## src/rtl/ser_pkg.sv

```systemverilog
package ser_pkg;

    localparam int ADDR_W    = 5;
    localparam int BYTE_W    = 8;
    localparam int MAX_BYTES = 3;
    localparam int DATA_W    = BYTE_W * MAX_BYTES;
    localparam int FRAME_W   = BYTE_W + DATA_W;

    typedef enum logic [2:0] {
        ST_IDLE,
        ST_SETUP,
        ST_LOW,
        ST_HIGH,
        ST_GAP,
        ST_HOLD,
        ST_TAIL
    } ser_state_e;

    typedef struct packed {
        logic              wr;
        logic [ADDR_W-1:0] addr;
        logic [1:0]        nbytes;
    } ser_req_t;

    function automatic int max_of(input int a, input int b);
        return (a > b) ? a : b;
    endfunction

    function automatic logic [1:0] eff_bytes(input logic [1:0] n);
        return (n == 2'd0) ? 2'd1 : n;
    endfunction

    function automatic logic [BYTE_W-1:0] cmd_byte(input logic wr,
                                                   input logic [ADDR_W-1:0] a);
        return {wr, 2'b00, a};
    endfunction

    // Command byte followed by the data bytes, left-aligned so the MSB leaves first.
    function automatic logic [FRAME_W-1:0] build_frame(input logic wr,
                                                      input logic [ADDR_W-1:0] a,
                                                      input logic [1:0] n,
                                                      input logic [DATA_W-1:0] data);
        logic [DATA_W-1:0] aligned;
        aligned = data << (BYTE_W * (MAX_BYTES - int'(n)));
        if (!wr) aligned = '0;
        return {cmd_byte(wr, a), aligned};
    endfunction

endpackage

```

## src/rtl/ser_gap_timer.sv

```systemverilog
module ser_gap_timer #(
    parameter int W = 8
) (
    input  logic         clk,
    input  logic         rst,
    input  logic         load,
    input  logic [W-1:0] load_val,
    output logic         expired
);
    logic [W-1:0] cnt;

    always_ff @(posedge clk) begin
        if (rst)              cnt <= '0;
        else if (load)        cnt <= load_val;
        else if (cnt != '0)   cnt <= cnt - 1'b1;
    end

    assign expired = (cnt == '0);
endmodule

```

## src/rtl/ser_frame_shift.sv

```systemverilog
module ser_frame_shift
    import ser_pkg::*;
(
    input  logic               clk,
    input  logic               rst,
    input  logic               load,
    input  logic [FRAME_W-1:0] load_frame,
    input  logic               tx_shift,
    input  logic               rx_shift,
    input  logic               rx_bit,
    output logic               tx_bit,
    output logic [DATA_W-1:0]  rx_data
);
    logic [FRAME_W-1:0] tx_q;
    logic [DATA_W-1:0]  rx_q;

    always_ff @(posedge clk) begin
        if (rst) begin
            tx_q <= '0;
            rx_q <= '0;
        end else begin
            if (load)          tx_q <= load_frame;
            else if (tx_shift) tx_q <= {tx_q[FRAME_W-2:0], 1'b0};
            if (load)          rx_q <= '0;
            else if (rx_shift) rx_q <= {rx_q[DATA_W-2:0], rx_bit};
        end
    end

    assign tx_bit  = tx_q[FRAME_W-1];
    assign rx_data = rx_q;
endmodule

```

## src/rtl/ser_reg_master.sv

```systemverilog
module ser_reg_master
    import ser_pkg::*;
#(
    parameter int T_CS_SETUP  = 2,
    parameter int T_SCLK_HIGH = 15,
    parameter int T_SCLK_LOW  = 15,
    parameter int T_BYTE_GAP  = 400,
    parameter int T_CMD_GAP   = 400,
    parameter int T_CS_HOLD   = 10,
    parameter int T_WR_TAIL   = 640
) (
    input  logic              clk,
    input  logic              rst,
    input  logic              req_valid,
    input  logic              req_write,
    input  logic [ADDR_W-1:0] req_addr,
    input  logic [1:0]        req_nbytes,
    input  logic [DATA_W-1:0] req_wdata,
    output logic              busy,
    output logic              done,
    output logic [DATA_W-1:0] rdata,
    output logic              cs_n,
    output logic              sclk,
    output logic              din,
    input  logic              dout
);
    localparam int TMAX = max_of(max_of(max_of(T_CS_SETUP, T_SCLK_HIGH),
                                        max_of(T_SCLK_LOW, T_BYTE_GAP)),
                                 max_of(max_of(T_CMD_GAP, T_CS_HOLD), T_WR_TAIL));
    localparam int TW = $clog2(TMAX + 1);

    localparam logic [TW-1:0] LD_SETUP = TW'(T_CS_SETUP - 1);
    localparam logic [TW-1:0] LD_HIGH  = TW'(T_SCLK_HIGH - 1);
    localparam logic [TW-1:0] LD_LOW   = TW'(T_SCLK_LOW - 1);
    localparam logic [TW-1:0] LD_GAP   = TW'(T_BYTE_GAP - 1);
    localparam logic [TW-1:0] LD_CMD   = TW'(T_CMD_GAP - 1);
    localparam logic [TW-1:0] LD_HOLD  = TW'(T_CS_HOLD - 1);
    localparam logic [TW-1:0] LD_TAIL  = TW'(T_WR_TAIL - 1);

    ser_state_e st;
    ser_req_t   req_q;
    logic [2:0] bit_idx;
    logic [1:0] byte_idx;
    logic       cs_n_q, sclk_q, done_q;

    logic          t_load, t_exp;
    logic [TW-1:0] t_val;
    logic          accept, tx_shift, rx_shift, last_bit, last_byte;
    logic [FRAME_W-1:0] frame;

    assign accept    = (st == ST_IDLE) && req_valid;
    assign last_bit  = (bit_idx == 3'd7);
    assign last_byte = (byte_idx == req_q.nbytes);
    assign frame     = build_frame(req_write, req_addr, eff_bytes(req_nbytes), req_wdata);
    assign tx_shift  = (st == ST_LOW) && t_exp;
    assign rx_shift  = ((st == ST_HIGH) || (st == ST_GAP)) && t_exp
                       && !req_q.wr && (byte_idx != 2'd0);

    // Every phase lasts exactly its count: the timer is loaded with count-1 on entry.
    always_comb begin
        t_load = 1'b0;
        t_val  = '0;
        case (st)
            ST_IDLE: if (req_valid) begin
                t_load = 1'b1;
                t_val  = LD_SETUP;
            end
            ST_SETUP, ST_HIGH, ST_GAP: if (t_exp) begin
                t_load = 1'b1;
                t_val  = LD_LOW;
            end
            ST_LOW: if (t_exp) begin
                t_load = 1'b1;
                if (!last_bit)                           t_val = LD_HIGH;
                else if (last_byte)                      t_val = LD_HOLD;
                else if (!req_q.wr && byte_idx == 2'd0)  t_val = LD_CMD;
                else                                     t_val = LD_GAP;
            end
            ST_HOLD: if (t_exp && req_q.wr) begin
                t_load = 1'b1;
                t_val  = LD_TAIL;
            end
            default: ;
        endcase
    end

    always_ff @(posedge clk) begin
        if (rst) begin
            st       <= ST_IDLE;
            req_q    <= '0;
            bit_idx  <= '0;
            byte_idx <= '0;
            cs_n_q   <= 1'b1;
            sclk_q   <= 1'b1;
            done_q   <= 1'b0;
        end else begin
            done_q <= 1'b0;
            case (st)
                ST_IDLE: if (req_valid) begin
                    req_q    <= '{wr: req_write, addr: req_addr,
                                  nbytes: eff_bytes(req_nbytes)};
                    bit_idx  <= '0;
                    byte_idx <= '0;
                    cs_n_q   <= 1'b0;
                    st       <= ST_SETUP;
                end
                ST_SETUP, ST_HIGH, ST_GAP: if (t_exp) begin
                    sclk_q <= 1'b0;
                    st     <= ST_LOW;
                end
                ST_LOW: if (t_exp) begin
                    sclk_q  <= 1'b1;
                    bit_idx <= bit_idx + 3'd1;
                    if (!last_bit)      st <= ST_HIGH;
                    else if (last_byte) st <= ST_HOLD;
                    else begin
                        byte_idx <= byte_idx + 2'd1;
                        st       <= ST_GAP;
                    end
                end
                ST_HOLD: if (t_exp) begin
                    cs_n_q <= 1'b1;
                    if (req_q.wr) st <= ST_TAIL;
                    else begin
                        done_q <= 1'b1;
                        st     <= ST_IDLE;
                    end
                end
                ST_TAIL: if (t_exp) begin
                    done_q <= 1'b1;
                    st     <= ST_IDLE;
                end
                default: st <= ST_IDLE;
            endcase
        end
    end

    ser_gap_timer #(.W(TW)) u_timer (
        .clk      (clk),
        .rst      (rst),
        .load     (t_load),
        .load_val (t_val),
        .expired  (t_exp)
    );

    ser_frame_shift u_shift (
        .clk        (clk),
        .rst        (rst),
        .load       (accept),
        .load_frame (frame),
        .tx_shift   (tx_shift),
        .rx_shift   (rx_shift),
        .rx_bit     (dout),
        .tx_bit     (din),
        .rx_data    (rdata)
    );

    assign busy = (st != ST_IDLE);
    assign done = done_q;
    assign cs_n = cs_n_q;
    assign sclk = sclk_q;
endmodule

```

## config.mk

```make
export PLATFORM = sky130hd
export DESIGN_NAME = ser_reg_master
export DESIGN_NICKNAME = d
export VERILOG_FILES = /design/src/rtl/ser_pkg.sv /design/src/rtl/ser_gap_timer.sv /design/src/rtl/ser_frame_shift.sv /design/src/rtl/ser_reg_master.sv
export SDC_FILE = /design/constraint.sdc
export NUM_CORES = 1
export LEC_CHECK = 0
export BUFFER_PORTS_ARGS = -buffer_cell sky130_fd_sc_hd__buf_2
export CAP_MARGIN = 20
export CORE_ASPECT_RATIO = 0.75
export CORE_MARGIN = 10
export CORE_UTILIZATION = 42
export DETAILED_ROUTE_END_ITERATION = 10
export PLACE_DENSITY_LB_ADDON = 0.15
export SLEW_MARGIN = 30
export SYNTH_ARGS = -nofsm -noshare
export SYNTH_HDL_FRONTEND = slang
export SYNTH_SLANG_ARGS = --single-unit
```

## constraint.sdc

```tcl
create_clock -name clk -period 2.83 [get_ports clk]
set_clock_uncertainty 0.05 [all_clocks]
set_input_delay 0.1415 -clock clk [delete_from_list [all_inputs] [get_ports clk]]
set_output_delay 0.1415 -clock clk [all_outputs]
set_load 0.03 [all_outputs]
```

# After elaboration in Yosys (flattened, before gate mapping)
# Cells that the tools add are included.
# word_totals
register_bits	80
in_bits	36
output_inout_bits	29
elab_cells	102
# op_classes
muxes	42
n_addsub	4
n_reduce_logical	28
eq_ne	15
shifts	1
# ops
op	count
32-bit 2-to-1 mux	2
10-bit one-hot mux with 4 select lines	1
24-bit by 32-bit << shifter with 24-bit output	1
10-bit 2-to-1 mux	3
3-bit 2-to-1 mux	9
9-bit 2-to-1 mux	3
24-bit 2-to-1 mux	1
3-bit one-hot mux with 5 select lines	1
2-bit inequality test, second input constant	7
3-bit equality test, second input constant	4
2-bit nonzero test	6
10-bit zero test	1
1-bit 2-to-1 mux	10
2-bit 2-to-1 mux	5
5-bit AND reduction	2
10-bit nonzero test	1
10-bit by 1-bit subtractor with 10-bit output, second input constant	1
3-bit AND reduction	3
3-bit by 2-bit equality test with 1-bit output, second input constant	2
1-bit logical AND	6
1-bit one-hot mux with 2 select lines	3
3-bit one-hot mux with 2 select lines	1
4-bit 2-to-1 mux	1
2-bit one-hot mux with 2 select lines	1
other kinds (15)	15

# Depth between registers and ports, before layout
# depth
ltp_word	6
mapped_depth	8
depth_no_buf	6

# Modules after synthesis
# Synthesis repeated with hierarchy kept, for this count alone.
# unflattened
hier_cells	461
area_unflattened_um2	4287.9
# by_module_without_submodules
mod	seq_area_each_um2	cells_each	n_inst	area_each_um2
ser_frame_shift	1121.1	222	1	2408.6
ser_reg_master	280.3	166	1	1266.2
ser_gap_timer	200.2	73	1	613.1

# Least setup slack after synthesis
# Ideal clock, no wire load.
# synth_path
path_kind	reg-to-reg
start	reg u_timer.cnt[0]
end	reg u_shift.tx_q[28]
n_path_buf	2
slack_ps	767
period_less_slack_ps	2063
setup_time_ps	91
stages_incl_launch_ff	9
t_arrival_ps	1922
required_ps	2689
cell_sequence	dfxtp_1 inv_1 ha_1 or4b_1 clkbuf_1 nor4_4 buf_4 nand2_1 a311oi_1
# synth_via
elab_chain_len	3
# synth_rtl
item	line_no	rtl
start, declared	ser_gap_timer.sv:10	logic [W-1:0] cnt;
start signal, assigned	ser_gap_timer.sv:14	else if (load) cnt <= load_val;
start signal, assigned	ser_gap_timer.sv:15	else if (cnt != '0) cnt <= cnt - 1'b1;
10-bit zero test	ser_gap_timer.sv:18	assign expired = (cnt == '0);
1-bit logical AND	ser_reg_master.sv:55	assign tx_shift = (st == ST_LOW) && t_exp;
2-bit nonzero test (no source line)	n/a	
end signal, assigned	ser_frame_shift.sv:22	if (load) tx_q <= load_frame;
end signal, assigned	ser_frame_shift.sv:23	else if (tx_shift) tx_q <= {tx_q[FRAME_W-2:0], 1'b0};
end, declared	ser_frame_shift.sv:14	logic [FRAME_W-1:0] tx_q;
# Every way passes these cells.
# A chain may end at the register's enable or synchronous reset.

# Worst setup path after layout
# layout_path
start	reg u_timer.cnt[0]
end	reg u_shift.tx_q[25]
# Same word-level chain as after synthesis.

==> metrics.txt <==
Seq/Total Area, Yosys 40.6%; grt met3 use 3.62%; R2R cell count 7; syn avg cell area 8.28 µm²; setup TNS 0 ns; Placed Cells 644; Pwr Total 4.62 mW; fin crit share 82.9%; reg2reg end u_shift.tx_q[25]$_SDFFE_PP0P_; Die ar. 13700 µm²; GRT Util Overall 15.6%; Final nets 568; Synth Register Bits 80; antenna-violating nets left 0; count of cell types in the netlist 53; Critical path buffers and inverters 2; IO Pins 65; met1 usage 22.8%; r2r setup slk 0.48 ns; Worst Setup Start Kind flip-flop; max-cap violations 0; H-Tree Level Count 3; PwrDens 979 nW/µm²; clock-pin slew of the registers on the worst-case setup and hold paths 0.06 ns; Worst Path Required 3.02 ns; CP endpoint kind flip-flop; final std cells w/o fill 661; IO buf count 64; Mapped Cells 477; async set or reset register ratio after synthesis 0%; synthesis-to-layout area growth 19.6%; first-pass GRT wire length 18300 µm; final setup fails 0; worst path cell trace inv_1 -> ha_1 -> or4b_1 -> nor4_4 -> buf_4 -> nand2_1 -> a311oi_1; status finished clean; Final Hold Vio Count 0; Max Fclk 426 MHz; vias in the first global route 3528; Setup Fix Bufs, Post-CTS 0; WS Path Type flip-flop to flip-flop; Leak Pwr 1.75 nW; starting density of the core 43.3%; unrepaired setup endpoints after global routing no; core area 9120 µm²; average routed wire per standard cell 16.5 µm; final global-route overflow total 0; Post-Syn Nets 517; CTS tree built; n_diodes 0; GP Congestion 0.846; Bufs on Longest Clock Path 2; layer with the highest usage met1; Layout Utilization 51.7%; final wirelength 10900 µm; Hold Crit Class input pin to flip-flop; Std-Cell Rows 30; share of cells above drive strength 1 20.5%; Worst IR Drop VDD 0.499 mV; Post-synth EDFFs 0; width of the die 132 µm; CP Capture Point u_shift.tx_q[25]$_SDFFE_PP0P_; Post-route DRC 0; Rel. slew slack 48.9%; Mapped Area 3950 µm²; synth warn 0; Root Driver clkbuf_16; cell depth of the worst setup path 7; largest net degree at the start of global routing 45; DR vias 3817; RR Startpoint u_timer.cnt[0]$_SDFFE_PP0P_; clock latency at the later pin of the worst-skew pair 0.34 ns; chip height 104 µm; GR Util met2 22.2%; initial antenna violation count 0; clk sinks 80; Worst path max stage delay 0.61 ns; DRT Pass-1 Iters 5; Worst path slowest cell or4b_1; CP max FO 35; Worst Tran Pin Value 0.759 ns; top_reg_cell synth dfxtp_1; crit-path leading delay family simple AND/OR/NAND/NOR gates; Crit. Startpoint u_timer.cnt[0]$_SDFFE_PP0P_; DP HPWL 7550 µm; Hold WS 0.0369 ns; min Tclk post-route 2.35 ns; DRT iter0 DRCs 395; critical path arrival 2.54 ns; vias per inst 5.77; TritonCTS Buffers 9; pins over their slew limit 0
## layer usage
layer  vias to the layer above  wire (µm)
met4                         0         94
met1                      1798       5480
met5                         -          0
li1                       1886          -
met2                       122       4650
met3                        11        657
## worst register-to-register path, cell delays in order (launching register included)
cell and delay [ns]:
dfxtp_1 0.34, inv_1 0.07, ha_1 0.22, or4b_1 0.61, nor4_4 0.19, buf_4 0.40
nand2_1 0.11, a311oi_1 0.27
## metrics by stage
step | cell area (µm²) | setup slack (ns)
after global routing | 4720 | 0.306
after CTS | 4720 | 0.483
after detailed placement | 4410 | 0.517
after global placement | 4410 | 0.613
after floorplan | 3950 | 0.767
final | 4720 | 0.483
## power by group
part / switching, mW / internal [mW] / leakage (nW)
registers: 0.200 / 1.35 / 0.653
clock network: 0.453 / 0.705 / 0.145
logic: 1.18 / 0.727 / 0.954
## cell usage after synthesis, drive strengths merged (2+ instances only)
master	number	area share, %
xnor2	5	1.1
nor4	5	1.2
nand2b	8	1.3
a311oi	7	1.6
or4	2	0.48
dfxtp	80	41
nor2	24	2.3
and4b	2	0.51
inv	6	0.57
o32ai	2	0.44
a2111oi	3	0.82
buf	11	1.4
mux2i	18	4.6
nand2	26	2.5
nor3	38	4.9
a221oi	2	0.44
o21ai	31	3.9
mux2	2	0.57
nor3b	3	0.57
a21boi	3	0.57
a21oi	56	7.1
nor4b	2	0.44
a22oi	14	2.7
nor2b	3	0.48
nand3	31	3.9
ha	4	1.3
or4b	2	0.51
a211oi	28	5.3
nand4	5	0.79
or3	2	0.32
o31ai	2	0.38
clkbuf	33	3.1
o21a	4	0.76
## sequential cells by signal, indices dropped and copies added (netlist names)
register,cells
bit_idx,3
u_shift.rx_data,24
cs_n,1
sclk,1
done,1
byte_idx,2
u_shift.tx_q,32
req_q,3
u_timer.cnt,10
st,3
## cell type report
type	count	area (µm²)
fill	882	4400
tap	128	160
sequential	80	1600
multi-input combinational	347	2150
clock inverter	5	56.3
clock buffer	11	243
inverter	6	22.5
timing repair buffer	84	485
## worst min-delay path by stage
| stage | startpoint | endpoint | slack, ns | depth (start not counted) |
|---|---|---|---|---|
| after floorplan | req_write | req_q[7]$_SDFFE_PP0N_ | 0.23 | 2 |
| after global placement | dout | u_shift.rx_data[0]$_SDFFE_PP0P_ | 0.35 | 3 |
| after detailed placement | dout | u_shift.rx_data[0]$_SDFFE_PP0P_ | 0.36 | 3 |
| after CTS | req_wdata[0] | u_shift.tx_q[0]$_SDFFE_PP0P_ | 0.02 | 3 |
| after global routing | req_wdata[0] | u_shift.tx_q[0]$_SDFFE_PP0P_ | 0.04 | 3 |
| final | req_wdata[0] | u_shift.tx_q[0]$_SDFFE_PP0P_ | 0.04 | 3 |
## logic make-up after synthesis
group,share of synthesized area (%)
compound gates,25.7
xor+xnor,1.11
fa+ha+maj,1.27
buf+inv,5.10
flops,40.6
mux,5.13
simple gates,21.1
## timing repair
item | CTS | global route
endpoints found under the hold margin | 1 | 0
gates resized for setup | 0 | 0
hold buffers | 1 | 0
## layout by cell type, fill, tap and decap left out, drive strengths merged, types with 3 or more instances in the layout
master   Yosys  layout
a2111oi      3       3
a211oi      28      28
a21boi       3       3
a21oi       56      56
a22oi       14      14
a311oi       7       7
buf         11      83
clkbuf      33      11
clkinv       0       3
dfxtp       80      80
ha           4       4
inv          6       6
mux2i       18      18
nand2       26      26
nand2b       8       8
nand3       31      31
nand4        5       5
nor2        24      24
nor2b        3       3
nor3        38      38
nor3b        3       3
nor4         5       5
o21a         4       4
o21ai       31      31
xnor2        5       5
(Power assumes the default switching activity.)
